### config.mk
export PLATFORM = sky130hd
export DESIGN_NAME = sermem_addr_slave
export DESIGN_NICKNAME = d
export VERILOG_FILES = /design/src/rtl/sermem_pkg.sv /design/src/rtl/sermem_line_sync.sv /design/src/rtl/sermem_cond_det.sv /design/src/rtl/sermem_addr_fsm.sv /design/src/rtl/sermem_addr_slave.sv
export SDC_FILE = /design/constraint.sdc
export NUM_CORES = 1
export LEC_CHECK = 0
export ABC_CLOCK_PERIOD_IN_PS = 4600
export BUFFER_PORTS_ARGS = -buffer_cell sky130_fd_sc_hd__buf_2
export CAP_MARGIN = 20
export CORE_MARGIN = 10
export CORE_UTILIZATION = 40
export CTS_CLUSTER_DIAMETER = 30
export DETAILED_ROUTE_END_ITERATION = 10
export SYNTH_ARGS = -nofsm -noshare
export SYNTH_HDL_FRONTEND = slang
export SYNTH_SLANG_ARGS = --single-unit
### constraint.sdc
create_clock -name clk_i -period 4.6 [get_ports clk_i]
set_input_delay 0.23 -clock clk_i [delete_from_list [all_inputs] [get_ports clk_i]]
set_output_delay 0.23 -clock clk_i [all_outputs]
set_load 0.01 [all_outputs]
### src/rtl/sermem_pkg.sv
package sermem_pkg;
  localparam int unsigned BYTE_W   = 8;
  localparam int unsigned TYPE_W   = 4;
  localparam int unsigned HI_W     = 3;
  localparam int unsigned CNT_W    = $clog2(BYTE_W + 1);
  localparam logic [TYPE_W-1:0] DEV_TYPE = 4'b1010;

  typedef enum logic [1:0] {
    ST_IDLE,
    ST_ADDR,
    ST_ACK,
    ST_SEL
  } fe_state_e;
endpackage

### src/rtl/sermem_line_sync.sv
module sermem_line_sync #(
  parameter int unsigned STAGES = 2,
  parameter int unsigned LINES  = 2
) (
  input  logic             clk_i,
  input  logic             rst_ni,
  input  logic [LINES-1:0] line_i,
  output logic [LINES-1:0] level_o,
  output logic [LINES-1:0] rise_o,
  output logic [LINES-1:0] fall_o
);
  for (genvar g = 0; g < LINES; g++) begin : g_line
    // STAGES sync flops plus one history flop for edge detection
    logic [STAGES:0] pipe_q;
    always_ff @(posedge clk_i or negedge rst_ni) begin
      if (!rst_ni) pipe_q <= '1;
      else         pipe_q <= {pipe_q[STAGES-1:0], line_i[g]};
    end
    assign level_o[g] = pipe_q[STAGES-1];
    assign rise_o[g]  = pipe_q[STAGES-1] & ~pipe_q[STAGES];
    assign fall_o[g]  = ~pipe_q[STAGES-1] & pipe_q[STAGES];
  end
endmodule

### src/rtl/sermem_cond_det.sv
module sermem_cond_det (
  input  logic scl_lvl_i,
  input  logic sda_rise_i,
  input  logic sda_fall_i,
  output logic start_o,
  output logic stop_o
);
  // data edges with the clock high are conditions, never data
  assign start_o = scl_lvl_i & sda_fall_i;
  assign stop_o  = scl_lvl_i & sda_rise_i;
endmodule

### src/rtl/sermem_addr_fsm.sv
module sermem_addr_fsm
  import sermem_pkg::*;
(
  input  logic            clk_i,
  input  logic            rst_ni,
  input  logic            start_i,
  input  logic            stop_i,
  input  logic            scl_rise_i,
  input  logic            scl_fall_i,
  input  logic            sda_lvl_i,
  output logic            oe_o,
  output logic            strobe_o,
  output logic [HI_W-1:0] hi_o,
  output logic            rd_o,
  output logic            sel_o
);
  fe_state_e         st_q;
  logic [CNT_W-1:0]  cnt_q;
  logic [BYTE_W-1:0] sreg_q;

  localparam logic [CNT_W-1:0] CNT_FULL = CNT_W'(BYTE_W);

  always_ff @(posedge clk_i or negedge rst_ni) begin
    if (!rst_ni) begin
      st_q     <= ST_IDLE;
      cnt_q    <= '0;
      sreg_q   <= '0;
      oe_o     <= 1'b0;
      strobe_o <= 1'b0;
      hi_o     <= '0;
      rd_o     <= 1'b0;
    end else begin
      strobe_o <= 1'b0;
      if (start_i) begin
        st_q   <= ST_ADDR;
        cnt_q  <= '0;
        sreg_q <= '0;
        oe_o   <= 1'b0;
      end else if (stop_i) begin
        st_q <= ST_IDLE;
        oe_o <= 1'b0;
      end else begin
        unique case (st_q)
          ST_ADDR: begin
            if (scl_rise_i && cnt_q != CNT_FULL) begin
              sreg_q <= {sreg_q[BYTE_W-2:0], sda_lvl_i};
              cnt_q  <= cnt_q + 1'b1;
            end else if (scl_fall_i && cnt_q == CNT_FULL) begin
              if (sreg_q[BYTE_W-1 -: TYPE_W] == DEV_TYPE) begin
                st_q <= ST_ACK;
                oe_o <= 1'b1;
                hi_o <= sreg_q[HI_W:1];
                rd_o <= sreg_q[0];
              end else begin
                st_q <= ST_IDLE;
              end
            end
          end
          ST_ACK: begin
            if (scl_fall_i) begin
              oe_o     <= 1'b0;
              strobe_o <= 1'b1;
              st_q     <= ST_SEL;
            end
          end
          default: ;
        endcase
      end
    end
  end

  assign sel_o = (st_q == ST_SEL);
endmodule

### src/rtl/sermem_addr_slave.sv
module sermem_addr_slave
  import sermem_pkg::*;
#(
  parameter int unsigned SYNC_STAGES = 2
) (
  input  logic            clk_i,
  input  logic            rst_ni,
  input  logic            scl_i,
  input  logic            sda_i,
  output logic            sda_oe_o,
  output logic            strobe_o,
  output logic [HI_W-1:0] hi_addr_o,
  output logic            rd_o,
  output logic            sel_o
);
  logic [1:0] lvl, rise, fall;
  logic       scl_lvl, start_det, stop_det;

  sermem_line_sync #(.STAGES(SYNC_STAGES), .LINES(2)) u_sync (
    .clk_i  (clk_i),
    .rst_ni (rst_ni),
    .line_i ({scl_i, sda_i}),
    .level_o(lvl),
    .rise_o (rise),
    .fall_o (fall)
  );

  assign scl_lvl = lvl[1];

  sermem_cond_det u_cond (
    .scl_lvl_i (scl_lvl),
    .sda_rise_i(rise[0]),
    .sda_fall_i(fall[0]),
    .start_o   (start_det),
    .stop_o    (stop_det)
  );

  sermem_addr_fsm u_fsm (
    .clk_i     (clk_i),
    .rst_ni    (rst_ni),
    .start_i   (start_det),
    .stop_i    (stop_det),
    .scl_rise_i(rise[1]),
    .scl_fall_i(fall[1]),
    .sda_lvl_i (lvl[0]),
    .oe_o      (sda_oe_o),
    .strobe_o  (strobe_o),
    .hi_o      (hi_addr_o),
    .rd_o      (rd_o),
    .sel_o     (sel_o)
  );
endmodule

==> impl_metrics.tcl <==
set metrics [dict create \
    synth_most_common_cell "dfrtp_1" \
    synth.top_cells.by_count "dfrtp_1 (20), a22o_1 (8), inv_1 (7)" \
    r2r-start "u_fsm.st_q[1]$_DFFE_PN0P_" \
    numCtsBuffers 3 \
    synth_edf_count 0 \
    synth_top_area_cell "dfrtp_1" \
    syn_nets 105 \
    status "completed" \
    slew_violations 0 \
    setup_tns_ps 0 \
    wl_per_cell_um 14.8 \
    finalNetCount 121 \
    path_clk_slew_ps 140 \
    vias 770 \
    finalHoldViolCount 0 \
    drt_iter0_drc 71 \
    utilization_pct 47.3 \
    port-buffer-count 10 \
    initial_core_util_pct 42.2 \
    worst_slack_ps 2430 \
    arrival_ps 2410 \
    syn_to_final_growth_pct 12.0 \
    yosysSeqAreaShare_pct 55.5 \
    final_layout_size_suffix_gt1_share_pct 27.0 \
    grt_start_max_net_pins 27 \
    htree_levels 1 \
    clock_sinks 26 \
    first_pass_iters 4 \
    finalSetupViolCount 0 \
    root_buffer "clkbuf_4" \
    die_x_um 74.4 \
    end_kind "flip-flop" \
    drc 0 \
    hold_ws_ps 365 \
    fin_skew_ps 8.78 \
    grt_pass1_vias 777 \
    antenna_found_initial 0 \
    ir_drop_mv 0.195 \
    die-area_um2 5540 \
    synth_flop_cell "dfrtp_1" \
    max_freq_ghz 0.462 \
    wirelength_um 2100 \
    cap_violations 0 \
    rows 19 \
    grt_first_pass_wirelength_um 3530 \
    netlist_instances 96 \
    synth_area_um2 1180 \
    power.density_nw_per_um2 428 \
    routed_via_density 5.42 \
    dp_hpwl_um 1480 \
    cts_setup_buffers 0 \
    place_congestion 0.810 \
    p_leak_uw 0.000646 \
    dp_worst_setup_slack_ps 2470 \
    io_pins 11 \
    clk_path_buf_depth 2 \
    fin_crit_sh_pct 47.1 \
    ant_nets 0 \
    tritoncts "done" \
    die_h_um 74.4 \
    grt.total_usage_pct 7.94 \
    cp-startpoint "u_fsm.st_q[1]$_DFFE_PN0P_" \
    synthTopCellsByArea "dfrtp_1 (42%), dfstp_2 (13%), a22o_1 (5.9%)" \
    critPathLaunchType "flip-flop" \
    n_antenna_cell 0 \
    gr-total-overflow 0 \
    ys_warn_count 0 \
    slew_headroom_pct 35.5 \
    hold_class "reg2reg" \
    period_needed_ps 2170 \
    crit_fanout 12 \
    cp_data_required_time_ps 4850 \
    hold_start "u_sync.g_line[0].pipe_q[0]$_DFF_PN1_" \
    post_synth.cell_area_avg_um2 12.3 \
    path_class "reg2reg" \
    yosys.area.top_type_share_pct 42.2 \
    yosys.cell_types.count 33 \
    clock_latency_ps 310 \
    rsz0062_at_grt "false" \
    synth_seq_cells 26 \
    core_area_um2 2810 \
    synth_async_sr_flop_share_pct 100 \
    tightest_slew_ps 966 \
]
worst max-delay path, cell delays in order, from the launching register on:
cell      delay, ps
dfrtp_1         420
inv_1            80
ha_1            330
nand2b_1        110
nor4b_2         840
a21oi_1         160
a31oi_1         160
where the power goes:
part	internal, uW	switching [uW]	total [uW]
sequential	257	23.3	280
clock	48.3	62.6	111
combinational	76.1	102	178
repair_timing:
item,CTS,global route
gates resized for setup,0,0
hold endpoints to repair,22,0
hold buffers,3,0
routing by layer:
layer,vias up,global-route usage [%],part of all wire (%)
li1,381,-,-
met1,373,11.0,52
met2,14,11.8,43
met3,2,1.99,4.9
met4,0,2.52,0.43
met5,-,0,0
final timing paths:
path / to / slack, ps / cells past startpoint
worst min-delay path: u_sync.g_line[0].pipe_q[1]$_DFF_PN1_ / 360 / 0
worst min register to register: u_sync.g_line[0].pipe_q[1]$_DFF_PN1_ / 360 / 0
worst max register to register: u_fsm.cnt_q[2]$_DFFE_PN0P_ / 2430 / 6
max in group asynchronous: u_sync.g_line[0].pipe_q[1]$_DFF_PN1_ / 3790 / 2
worst max-delay path: u_fsm.cnt_q[2]$_DFFE_PN0P_ / 2430 / 6
min in group asynchronous: u_fsm.oe_o$_DFFE_PN0P_ / 430 / 2
cells in the final DEF, fill, tap and decap left out, drive strengths merged, types with 2 or more instances in the layout:
master / synthesis / routed
dfstp: 6 / 6
o22ai: 2 / 2
mux2i: 3 / 3
clkbuf: 1 / 4
buf: 1 / 10
nand2b: 4 / 4
inv: 7 / 7
a31oi: 2 / 2
o21ai: 3 / 3
nand2: 3 / 3
dfrtp: 20 / 20
nand3: 4 / 4
a32oi: 2 / 2
a22o: 8 / 8
a21oi: 4 / 4
dlygate4sd3: 0 / 3
nor2: 4 / 4
mux2: 4 / 4
ha: 5 / 5
area by class of cell:
cell class / count / area, um^2
Clock buffer: 4 / 36.3
Fill cell: 252 / 1480
Inverter: 7 / 26.3
Multi-Input combinational cell: 61 / 488
Sequential cell: 26 / 658
Tap cell: 31 / 38.8
Timing Repair Buffer: 13 / 80.1
state kept, by name, summed over array words and instances, names as in the netlist:
signal and cells:
u_fsm.sreg_q 8, u_fsm.oe_o 1, u_fsm.rd_o 1, u_sync.g_line.pipe_q 6, u_fsm.strobe_o 1, u_fsm.cnt_q 4, u_fsm.hi_o 3, u_fsm.st_q 2
kinds of logic after synthesis:
kind of cell	share of synthesized area, %
mux	6.34
simple gates	12.5
xor+xnor	1.48
flops	55.5
compound gates	15.6
fa+ha+maj	5.28
buf+inv	3.27
through the flow:
stage                     instances  cell area [um^2]  power (uW)
after floorplan                  96              1180         419
after global routing            142              1330         613
after detailed placement        135              1260         459
after global placement          135              1260         456
after CTS                       142              1330         578
final                           142              1330         569
No activity file was read; power rests on OpenSTA's default activity.
